**config.mk**
```make
export PLATFORM = sky130hd
export DESIGN_NAME = pclk_word_calc
export DESIGN_NICKNAME = d
export VERILOG_FILES = /design/src/rtl/pclk_pkg.sv /design/src/rtl/pclk_seq_div.sv /design/src/rtl/pclk_word_pack.sv /design/src/rtl/pclk_word_calc.sv
export SDC_FILE = /design/constraint.sdc
export NUM_CORES = 1
export LEC_CHECK = 0
export ABC_AREA = 1
export ABC_CLOCK_PERIOD_IN_PS = 6400
export BUFFER_PORTS_ARGS = -buffer_cell sky130_fd_sc_hd__buf_2
export CORE_ASPECT_RATIO = 0.9
export CORE_MARGIN = 4
export CORE_UTILIZATION = 50
export DETAILED_ROUTE_END_ITERATION = 7
export MAX_ROUTING_LAYER = met4
export PLACE_DENSITY = 0.78
export SKIP_LAST_GASP = 1
export SYNTH_ARGS = -nofsm -noshare
export SYNTH_HDL_FRONTEND = slang
export SYNTH_SLANG_ARGS = --single-unit
```
**constraint.sdc**
```tcl
create_clock -name clk -period 6.4 [get_ports clk]
set_input_delay 0.64 -clock clk [delete_from_list [all_inputs] [get_ports clk]]
set_output_delay 0.64 -clock clk [all_outputs]
set_load 0.005 [all_outputs]
```
**src/rtl/pclk_pkg.sv**
```systemverilog
package pclk_pkg;

  localparam int unsigned FREQ_NUM    = 100_000_000;
  localparam int unsigned F_MAX       = 15938;
  localparam int unsigned F_MIN       = 1000;
  localparam int unsigned VCO_FLOOR   = 8000;
  localparam int unsigned REF_DIV     = 46;
  localparam int unsigned REF_FREQ    = 1432;
  localparam int unsigned ROUND_SCALE = 1000;
  localparam int unsigned N_OFFSET    = 257;

  typedef enum logic [2:0] {
    ST_IDLE,
    ST_FREQ,
    ST_CNT,
    ST_RND,
    ST_FIN
  } calc_st_e;

  // smallest power-of-two divider that lifts f to the VCO floor
  function automatic logic [3:0] pick_pdiv(input int unsigned f);
    if (f >= VCO_FLOOR)          return 4'd1;
    else if (f >= VCO_FLOOR / 2) return 4'd2;
    else if (f >= VCO_FLOOR / 4) return 4'd4;
    return 4'd8;
  endfunction

  function automatic logic [1:0] pdiv_code(input logic [3:0] pd);
    case (pd)
      4'd1:    return 2'd3;
      4'd2:    return 2'd2;
      4'd4:    return 2'd1;
      default: return 2'd0;
    endcase
  endfunction

  function automatic int unsigned scale_freq(input int unsigned f, input logic [3:0] pd);
    case (pd)
      4'd1:    return f;
      4'd2:    return f << 1;
      4'd4:    return f << 2;
      default: return f << 3;
    endcase
  endfunction

  function automatic logic out_of_range(input int unsigned f);
    return (f > F_MAX) || (f < F_MIN);
  endfunction

endpackage

```
**src/rtl/pclk_seq_div.sv**
```systemverilog
module pclk_seq_div #(
  parameter int W = 32
) (
  input  logic         clk,
  input  logic         rst_n,
  input  logic         go_i,
  input  logic [W-1:0] a_i,
  input  logic [W-1:0] b_i,
  output logic [W-1:0] q_o,
  output logic         fin_o,
  output logic         busy_o
);
  localparam int CW = $clog2(W + 1);

  logic [W-1:0]  rem_q, quo_q, den_q;
  logic [CW-1:0] cnt_q;
  logic          busy_q, fin_q;
  logic [W:0]    trial_w, diff_w;
  logic          take_w;

  assign trial_w = {rem_q, quo_q[W-1]};
  assign diff_w  = trial_w - {1'b0, den_q};
  assign take_w  = trial_w >= {1'b0, den_q};

  always_ff @(posedge clk or negedge rst_n) begin
    if (!rst_n) begin
      rem_q  <= '0;
      quo_q  <= '0;
      den_q  <= '0;
      cnt_q  <= '0;
      busy_q <= 1'b0;
      fin_q  <= 1'b0;
    end else begin
      fin_q <= 1'b0;
      if (go_i) begin
        quo_q  <= a_i;
        rem_q  <= '0;
        den_q  <= b_i;
        cnt_q  <= CW'(W);
        busy_q <= 1'b1;
      end else if (busy_q) begin
        quo_q <= {quo_q[W-2:0], take_w};
        rem_q <= take_w ? diff_w[W-1:0] : trial_w[W-1:0];
        cnt_q <= cnt_q - 1'b1;
        if (cnt_q == CW'(1)) begin
          busy_q <= 1'b0;
          fin_q  <= 1'b1;
        end
      end
    end
  end

  assign q_o    = quo_q;
  assign fin_o  = fin_q;
  assign busy_o = busy_q;

  // each pass ends in a single-cycle completion
  a_r2_fin_pulse: assert property (@(posedge clk) disable iff (!rst_n)
    fin_q |=> !fin_q);
  // completion only follows a busy pass
  a_r2_fin_after_busy: assert property (@(posedge clk) disable iff (!rst_n)
    $rose(fin_q) |-> $past(busy_q));
  // the sequencer never relaunches a pass in flight
  a_r9_no_restart: assert property (@(posedge clk) disable iff (!rst_n)
    go_i |-> !busy_q);

endmodule

```
**src/rtl/pclk_word_pack.sv**
```systemverilog
module pclk_word_pack #(
  parameter int CNT_W  = 16,
  parameter int WORD_W = 13
) (
  input  logic [CNT_W-1:0]  count_i,
  input  logic [3:0]        pdiv_i,
  output logic [WORD_W-1:0] word_o
);
  localparam int FIELD_W = WORD_W - 4;

  logic [CNT_W-1:0]   low_w;
  logic [FIELD_W-1:0] field_w;

  assign low_w   = count_i - CNT_W'(pclk_pkg::N_OFFSET);
  assign field_w = low_w[FIELD_W-1:0];
  assign word_o  = {2'b11, pclk_pkg::pdiv_code(pdiv_i), field_w};

endmodule

```
**src/rtl/pclk_word_calc.sv**
```systemverilog
module pclk_word_calc #(
  parameter int PERIOD_W = 32,
  parameter int WORD_W   = 13
) (
  input  logic                clk,
  input  logic                rst_n,
  input  logic                start_i,
  input  logic [PERIOD_W-1:0] period_i,
  output logic                done_o,
  output logic                err_o,
  output logic [WORD_W-1:0]   word_o,
  output logic [3:0]          pdiv_o
);
  import pclk_pkg::*;

  localparam int CNT_W = 16;

  calc_st_e            st_q;
  logic [PERIOD_W-1:0] div_a, div_b, div_q;
  logic                div_go, div_fin, div_busy;
  logic [3:0]          pd_q, pdiv_q;
  logic [WORD_W-1:0]   word_q, packed_w;
  logic                err_q;

  // named internal events
  logic       idle_w, fin_w, freq_bad_w, zero_req_w;
  logic [3:0] pd_pick_w;

  assign idle_w     = (st_q == ST_IDLE);
  assign fin_w      = (st_q == ST_FIN);
  assign zero_req_w = idle_w && start_i && (period_i == '0);
  assign freq_bad_w = out_of_range(32'(div_q));
  assign pd_pick_w  = pick_pdiv(32'(div_q));

  pclk_seq_div #(.W(PERIOD_W)) u_div (
    .clk    (clk),
    .rst_n  (rst_n),
    .go_i   (div_go),
    .a_i    (div_a),
    .b_i    (div_b),
    .q_o    (div_q),
    .fin_o  (div_fin),
    .busy_o (div_busy)
  );

  pclk_word_pack #(.CNT_W(CNT_W), .WORD_W(WORD_W)) u_pack (
    .count_i (div_q[CNT_W-1:0]),
    .pdiv_i  (pd_q),
    .word_o  (packed_w)
  );

  always_comb begin
    div_go = 1'b0;
    div_a  = '0;
    div_b  = '0;
    case (st_q)
      ST_IDLE: if (start_i && period_i != '0) begin
        div_go = 1'b1;
        div_a  = PERIOD_W'(FREQ_NUM);
        div_b  = period_i;
      end
      ST_FREQ: if (div_fin && !freq_bad_w) begin
        div_go = 1'b1;
        div_a  = PERIOD_W'(REF_DIV * ROUND_SCALE * scale_freq(32'(div_q), pd_pick_w));
        div_b  = PERIOD_W'(REF_FREQ);
      end
      ST_CNT: if (div_fin) begin
        div_go = 1'b1;
        div_a  = div_q + PERIOD_W'(ROUND_SCALE / 2);
        div_b  = PERIOD_W'(ROUND_SCALE);
      end
      default: ;
    endcase
  end

  always_ff @(posedge clk or negedge rst_n) begin
    if (!rst_n) begin
      st_q   <= ST_IDLE;
      word_q <= '0;
      err_q  <= 1'b0;
      pdiv_q <= 4'd1;
      pd_q   <= 4'd1;
    end else begin
      case (st_q)
        ST_IDLE: if (start_i) begin
          if (period_i == '0) begin
            err_q  <= 1'b1;
            word_q <= '0;
            pdiv_q <= 4'd1;
            st_q   <= ST_FIN;
          end else begin
            st_q <= ST_FREQ;
          end
        end
        ST_FREQ: if (div_fin) begin
          if (freq_bad_w) begin
            err_q  <= 1'b1;
            word_q <= '0;
            pdiv_q <= 4'd1;
            st_q   <= ST_FIN;
          end else begin
            pd_q <= pd_pick_w;
            st_q <= ST_CNT;
          end
        end
        ST_CNT: if (div_fin) st_q <= ST_RND;
        ST_RND: if (div_fin) begin
          word_q <= packed_w;
          pdiv_q <= pd_q;
          err_q  <= 1'b0;
          st_q   <= ST_FIN;
        end
        default: st_q <= ST_IDLE;
      endcase
    end
  end

  assign done_o = fin_w;
  assign err_o  = err_q;
  assign word_o = word_q;
  assign pdiv_o = pdiv_q;

  // done is a single-cycle pulse
  a_r2_done_pulse: assert property (@(posedge clk) disable iff (!rst_n)
    done_o |=> !done_o);
  // zero period completes at once with an error
  a_r3_zero_period: assert property (@(posedge clk) disable iff (!rst_n)
    zero_req_w |=> (done_o && err_o));
  // an error result carries an all-zero word
  a_r4_err_word_zero: assert property (@(posedge clk) disable iff (!rst_n)
    (done_o && err_o) |-> (word_o == '0));
  // a valid result reports exactly one divider bit
  a_r6_pdiv_single: assert property (@(posedge clk) disable iff (!rst_n)
    (done_o && !err_o) |-> ($countones(pdiv_o) == 1));
  // stop bits are always present in a valid word
  a_r8_stop_bits: assert property (@(posedge clk) disable iff (!rst_n)
    (done_o && !err_o) |-> (word_o[WORD_W-1 -: 2] == 2'b11));
  // results hold between done pulses
  a_r9_hold_word: assert property (@(posedge clk) disable iff (!rst_n)
    !done_o |-> ($stable(word_o) && $stable(err_o) && $stable(pdiv_o)));

endmodule

```
==> results of run 1 <==
## per-stage QoR
step	std cells	TNS, ns	instance area (µm²)
after detailed placement	2737	0	16700
after global routing	2780	-0.299	17600
final	2780	0	17600
after global placement	2737	0	16700
after CTS	2769	0	17300
after floorplan	2263	0	15700
## state kept, by name, summed over array words and instances, names as in the netlist
| signal | count |
|---|---|
| err_o | 1 |
| pd_q | 4 |
| u_div.cnt_q | 6 |
| word_o | 12 |
| u_div.rem_q | 32 |
| st_q | 3 |
| u_div.den_q | 32 |
| u_div.busy_o | 1 |
| pdiv_o | 4 |
| u_div.fin_o | 1 |
| u_div.q_o | 32 |
## metal layers
metal | vias to the layer above | part of all wire | track usage
met5 | - | 0 | -
met4 | 0 | 0.013 | 0.0513
met3 | 44 | 0.082 | 0.0504
met2 | 555 | 0.41 | 0.399
met1 | 7248 | 0.49 | 0.444
li1 | 7233 | - | -
## cells in the final DEF, fill, tap and decap left out, drive strengths merged
cell        n
a21o        3
nor2      173
nand4      27
clkinv      6
ha        139
o211ai     10
o31ai       1
or2         6
buf       141
bufinv      1
nor4        5
nand2     627
o2111ai     1
o21ai     118
o21bai      5
a21boi      1
nor3b       2
a22o        1
nand2b      2
nand3b     19
o311ai      1
clkinvlp    2
fa        118
o21a        3
a31oi       4
a211oi      1
inv       468
a21oi      91
o22ai      12
dfrtp     126
clkbuf     19
a22oi       3
nor3       33
dfstp       2
nand3     162
xor2       21
xnor2      17
## worst max-delay path by stage
| stage | cells after the start | endpoint | slack [ns] |
|---|---|---|---|
| final | 32 | u_div.q_o[15] | 0.22 |
| after global routing | 33 | u_div.q_o[30] | -0.06 |
| after CTS | 30 | u_div.q_o[26] | 0.07 |
| after detailed placement | 31 | u_div.q_o[29] | 0.04 |
| after global placement | 31 | u_div.q_o[29] | 0.16 |
| after floorplan | 32 | u_div.q_o[21] | 0.43 |
## layout make-up
class / instances / area [µm²] / share of cell area
flip-flops and latches: 128 / 3210 / 0.182
inverters: 464 / 1750 / 0.0993
clock buffers: 19 / 453 / 0.0258
repair buffers: 141 / 936 / 0.0532
well taps: 409 / 512 / 0.0291
multi-input cells: 1606 / 10600 / 0.603
clock inverters: 13 / 123 / 0.00697
## what timing repair did
action / CTS / global route
gates cloned: 0 / 1
hold endpoints to repair: 0 / 0
gates resized for setup: 1 / 78
endpoints found under the setup margin: 1 / 19
pin swaps: 0 / 14
hold buffers: 0 / 0
setup buffers: 0 / 10
## kinds of logic after synthesis
kind of cell,count (synthesis),share of synthesized area
XOR/XNOR,38,0.0212
AO/OA/AOI/OAI,255,0.0889
AND/OR/NAND/NOR,1055,0.290
adder cells (fa/ha/maj),257,0.262
flip-flops,128,0.205
buffers and inverters,530,0.134
==> key figures, run 1 <==
Die
  • Placeable core region: around 0.031 mm²
  • Initial cell density of the core: 0.507
  • Overall die width: 195 µm
  • Vertical die dimension: approximately 180 µm
  • Core Rows: just over 60
  • I/O pins: 54
  • Floorplan die area: about 0.034 mm²

Timing
  • Final Hold Vio Count: 0
  • Period utilisation layout: 0.965
  • Unrepaired setup endpoints after global routing: yes
  • Worst path setup slack after routing: around 0.22 ns
  • Worst-margin pin slew: between 1 and 1.5 ns
  • Post-route minimum period: 6.18 ns
  • Worst-case headroom to the max-slew limit: 0.186
  • Final Skew: between 0.01 and 0.015 ns
  • Final number of max-transition violations: 0
  • Number of failing setup endpoints in the final timing report: 0
  • Maximum clock frequency: approximately 0.16 GHz
  • WHS: ~0.27 ns

Critical path
  • Worst-case reg-to-reg path depth: 32
  • Crit path launch type: flop
  • Startpoint of the most critical register-to-register path: u_div.q_o[17]
  • Worst R2R End: u_div.q_o[15]
  • Worst EP required: between 6 and 7 ns
  • Internal reg-to-reg setup slack: 0.22 ns
  • Slowest CP cell: fa_1
  • Endpoint kind of the worst setup timing path: flop
  • Arrival time at the worst endpoint: about 6.5 ns
  • Critical path origin: u_div.q_o[17]
  • Worst setup path category: flop to flop
  • Worst Path Buf+Inv: 9
  • Crit-path max FO: 5
  • Slowest stage delay, CP: about 0.54 ns
  • Cell repeated most along the worst path: inv_1
  • CP top delay family: adder cells

Outcome
  • Outcome: complete, no violations

Synth
  • Post-synthesis instance area: about 0.016 mm²
  • Cell types with the largest area share after synthesis: dfrtp_1, fa_1, nand2_1
  • Syn Nets: approximately 2,600
  • Most used DFF post-synth: dfrtp_1
  • Number of cells produced by synthesis: between 2,000 and 2,500
  • Post-synth cell types: 50
  • Number of warnings reported in the yosys synthesis log: 0
  • Sequential-to-total area share from yosys stat: 0.205
  • Number of flops mapped to enable cells by yosys: 0
  • Area share of the largest cell type after synthesis: 0.201
  • Mean area per synthesized cell: between 6 and 7 µm²
  • Count leader, synth: nand2_1
  • Async set-reset flop share out of synthesis: 1.00
  • Leading post-synthesis cells by instance count: nand2_1, inv_1, nor2_1, nand3_1, ha_1
  • Flops & latches, synth: approximately 130
  • Cell taking the most area after synthesis: dfrtp_1

Route
  • Via count: 15,100
  • Iteration count of the initial detailed-routing pass: 6
  • DRC violations left: 0
  • Routed wire length: ~47,000 µm
  • Number of routed nets with antenna violations: 0
  • Post-detailed-route wirelength per cell: 17.0 µm
  • Iter 0 DRT Violations: around 1,400
  • Average vias per placed instance: roughly 5.4

Layout
  • Fillers: approximately 3,000
  • Area growth, synth to finish: 12.2%
  • Final #Nets: approximately 2,700
  • Diode count: 0
  • End-of-flow core utilization: 0.569
  • Share of cells above drive strength 1: 0.118

Placement
  • Post-detail-place hpwl: roughly 37,000 µm
  • Global placement routability congestion: about 1.0
  • Setup slack at placement: 0.0412 ns
  • PortBufs: between 50 and 60

GRT
  • Global-route wire length before repair: slightly below 80,000 µm
  • Antenna violations before repair: 0
  • Largest net degree at the start of global routing: 87
  • Combined global-route utilization of all metal layers: 0.287
  • Number of global-route vias before repair: approximately 14,000
  • Total congestion overflow after global routing: 0

Clock tree
  • Number of H-tree branching levels: 4
  • Root buffer cell: clkbuf_16
  • Clock insertion delay at the later pin of the skew report: 0.44 ns
  • Bufs on Longest Clock Path: 2
  • Number of buffers created by CTS: 17
  • Clock Sink Count: 128
  • Clock edge transition at the registers on the reported setup and hold paths: around 0.06 ns
  • TritonCTS clock tree: done

Worst hold path
  • Worst hold path class: input pin to asynchronous set/reset pin

Job
  • Max cap viols: 0
Power of run 1 is left out: the tool's default activity adds up to more than one toggle a clock period on the data nets, which glitch-free logic cannot reach.
==> run 2, diff against run 1 <==
ABC_AREA = unset   (was 1)
==> run 2 against run 1 <==
Effect of this change: the run now ends with setup timing left; worst hold slack worse by 0.042 ns; clock-buffer cell count grew 2; cell count down 22%; first-iteration DRC count decreased by 21%; via count is 17% lower; design area down 3.7%; core utilization up 3.9 points; die area fell by 9.4%; largest cell class unchanged; highest routed layer unchanged.
==> key figures, run 2 <==
Synth
  • Post-synth cell types: 82 (+64%)
  • Post-synthesis instance area: 0.0141 mm² (-9.8%)
  • Number of cells produced by synthesis: 1,643 (-27%)
  • XOR/XNOR share of the synthesized area: 0.0514 (+0.0302)
  • Most used DFF post-synth: dfrtp_1
  • Count leader, synth: inv_1
  • Mean area per synthesized cell: 8.60 µm² (+24%)
  • Async set-reset flop share out of synthesis: 1.00 (unchanged)
  • Sequential-to-total area share from yosys stat: 0.227 (+0.0222)
  • Flops & latches, synth: 128 (unchanged)
  • Area share of the largest cell type after synthesis: 0.223 (+0.0218)
  • Share of the synthesized area in compound gates (AO/OA/AOI/OAI): 0.176 (+0.0876)
  • Multiplexer share of the synthesized area: 0.0241 (+0.0241)
  • Adder-cell area share of the yosys netlist: 0.290 (+0.0284)
  • Number of warnings reported in the yosys synthesis log: 0 (unchanged)
  • Post-synthesis share of cell area spent on and, or, nand and nor gates: 0.121 (-0.169)
  • Cell types with the largest area share after synthesis: dfrtp_1, fa_1, ha_1
  • Cell taking the most area after synthesis: dfrtp_1
  • Syn Nets: 1,935 (-24%)
  • Leading post-synthesis cells by instance count: inv_1, ha_1, nand2_1, dfrtp_1, fa_1
  • Number of flops mapped to enable cells by yosys: 0 (unchanged)
  • Main combinational cell family by area after synthesis: adder cells

Placement
  • Setup slack at placement: -0.536 ns (-0.577 ns)
  • Post-detail-place hpwl: 29,700 µm (-21%)
  • PortBufs: 53 (unchanged)
  • Standard cell area after detailed placement: 0.0157 mm² (-5.9%)
  • Global placement routability congestion: 0.990 (-1.7%)
  • Placed instance count: 2,100 (-23%)

Layout
  • Commonest cells after routing, fill and taps aside: inv_1, buf_4, nand2_1, dfrtp_1, ha_1
  • Final #Nets: 2,077 (-22%)
  • Post-route cell area: 0.0169 mm² (-3.7%)
  • Area growth, synth to finish: 19.8%
  • Number of cells in the finished layout apart from fillers: 2,161 (-22%)
  • Commonest non-fill, non-tap cell in the layout: inv_1
  • Fillers: 2,331 (-22%)
  • Share of cells above drive strength 1: 0.209 (+0.0914)

Critical path
  • Startpoint of the most critical register-to-register path: u_div.q_o[22]
  • Worst-case reg-to-reg path depth: 29 (-9.4%)
  • Critical path origin: u_div.q_o[22]
  • Slowest stage delay, CP: 0.58 ns (+0.04 ns)
  • Internal reg-to-reg setup slack: -0.34 ns (-0.56 ns)
  • Crit path launch type: flop
  • Worst R2R End: u_div.q_o[31]
  • Worst setup path category: flop to flop
  • Arrival time at the worst endpoint: 7.09 ns (+0.59 ns)
  • Crit-path max FO: 4 (-1)
  • Worst EP required: 6.75 ns (+0.03 ns)
  • Slowest CP cell: fa_1
  • Endpoint kind of the worst setup timing path: flop

Timing
  • Worst-case headroom to the max-slew limit: 0.273 (+0.0869)
  • Worst path setup slack after routing: -0.337 ns (-0.558 ns)
  • Final Hold Vio Count: 0 (unchanged)
  • Final Skew: 0.00654 ns (-0.00525 ns)
  • Final number of max-transition violations: 0 (unchanged)
  • Worst-margin pin slew: 1.09 ns (-0.127 ns)
  • Unrepaired setup endpoints after global routing: yes
  • Maximum clock frequency: 0.148 GHz (-8.3%)
  • Period utilisation layout: 1.05 (+0.0872)
  • Number of failing setup endpoints in the final timing report: 13 (+13)
  • Post-route minimum period: 6.74 ns (+0.558 ns)

Route
  • Iter 0 DRT Violations: 1,122 (-21%)
  • Iteration count of the initial detailed-routing pass: 7 (+1)
  • Wl on met1: 17,300 µm (-26%)
  • Routed wire length: 39,500 µm (-17%)
  • Average vias per placed instance: 5.82 (+7.3%)
  • Uppermost signal routing layer after detailed routing: met4
  • Via count: 12,600 (-17%)
  • DRC violations left: 0 (unchanged)
  • Post-detailed-route wirelength per cell: 18.3 µm (+7.3%)
  • Number of routed nets with antenna violations: 0 (unchanged)
  • Met3 WL post-DR: 3270 µm (-16%)
  • Detail Route met2 WL: 18,300 µm (-6.4%)

GRT
  • Number of global-route vias before repair: 12,600 (-11%)
  • Combined global-route utilization of all metal layers: 0.263 (-0.0246)
  • Total congestion overflow after global routing: 0 (unchanged)
  • Largest net degree at the start of global routing: 85 (-2.3%)
  • Antenna violations before repair: 3 (+3)
  • Global-route wire length before repair: 64,400 µm (-16%)

Die
  • Placeable core region: 0.0279 mm² (-9.8%)
  • Core Rows: 58 (-4.9%)
  • Initial cell density of the core: 0.507 (about the same)
  • I/O pins: 54 (unchanged)
  • Floorplan die area: 0.0310 mm² (-9.4%)
  • Vertical die dimension: 167 µm (-4.8%)
  • Overall die width: 185 µm (-4.8%)

Worst hold path
  • Worst hold path class: input pin to asynchronous set/reset pin

Clock tree
  • Number of H-tree branching levels: 4 (unchanged)
  • TritonCTS clock tree: done
  • Clock edge transition at the registers on the reported setup and hold paths: 0.06 ns (about the same)
  • Bufs on Longest Clock Path: 2 (unchanged)
  • Post-CTS Hold Buffers: 0 (unchanged)
  • Number of buffers created by CTS: 17 (unchanged)
  • Clock Sink Count: 128 (unchanged)
  • Root buffer cell: clkbuf_16
  • Clock insertion delay at the later pin of the skew report: 0.42 ns (-0.02 ns)

Outcome
  • Violations in the final reports: setup timing
  • Outcome: complete, but fails checks

Job
  • Max cap viols: 0 (unchanged)
run 2: cell types whose count changed in the layout (fill, tap and decap cells not counted), moves of 14 or more:
cell,previous run,this run
nand2_1,606,125
inv_1,443,276
nand3_1,159,30
nor2_1,152,59
buf_4,87,139
xnor2_1,16,59
mux2i_1,0,34
inv_2,19,36
a21o_1,3,19
nand3b_1,19,4
nor2b_1,0,14
o21a_1,3,17
run 2: stage by stage:
stage / utilization / setup TNS, ns / hold slack [ns]
floorplan: - / -0.305 / 0.344
global placement: 0.563 / -2.80 / 0.459
detailed placement: 0.563 / -5.75 / 0.456
CTS: 0.600 / -3.12 / 0.234
global route: 0.608 / -7.47 / 0.269
finish: 0.608 / -3.24 / 0.230
run 2: repair_timing:
| action | CTS | global route |
|---|---|---|
| hold endpoints to repair | 0 | 0 |
| resized for setup | 70 | 37 |
| gates cloned | 1 | 1 |
| endpoints found under the setup margin | 15 | 19 |
| pin swaps | 52 | 29 |
| setup buffers | 16 | 9 |
run 2: final cells by class:
class                      instances  area (µm²)  area share
tap                              360         450      0.0266
clock buffer                      21         460      0.0272
antenna                            3        7.51    0.000443
timing repair buffer             208        1510      0.0890
multi-input combinational       1117        9970       0.589
inverter                         313        1190      0.0701
sequential                       128        3210       0.189
clock inverter                    11         139     0.00820
run 2: layer usage:
| layer | GRT usage | up-vias |
|---|---|---|
| met5 | - | - |
| met4 | 0.0523 | 0 |
| met3 | 0.0541 | 76 |
| met2 | 0.405 | 546 |
| met1 | 0.364 | 6163 |
| li1 | - | 5795 |
run 2: how the worst max path moves through the flow:
stage                    end  cells after the start
2_1_floorplan  u_div.q_o[26]                     26
3_5_place_dp   u_div.q_o[31]                     27
3_3_place_gp   u_div.q_o[26]                     25
5_1_grt        u_div.q_o[20]                     31
4_1_cts        u_div.q_o[29]                     29
6_report       u_div.q_o[31]                     29
run 2: cell families after synthesis:
| kind of cell | Yosys count |
|---|---|
| fa+ha+maj | 257 |
| buf+inv | 399 |
| flops | 128 |
| xor+xnor | 83 |
| mux | 34 |
| simple gates | 350 |
| compound gates | 392 |
run 2: worst max-delay path, delay by kind of cell (launching register included):
| family | cells | cell delay [ns] |
|---|---|---|
| AO/OA/AOI/OAI | 9 | 1.51 |
| adder cells (fa/ha/maj) | 6 | 2.51 |
| buffers and inverters | 7 | 0.74 |
| flip-flops | 1 | 0.41 |
| AND/OR/NAND/NOR | 7 | 1.48 |
Power of run 2 is left out for the same reason.
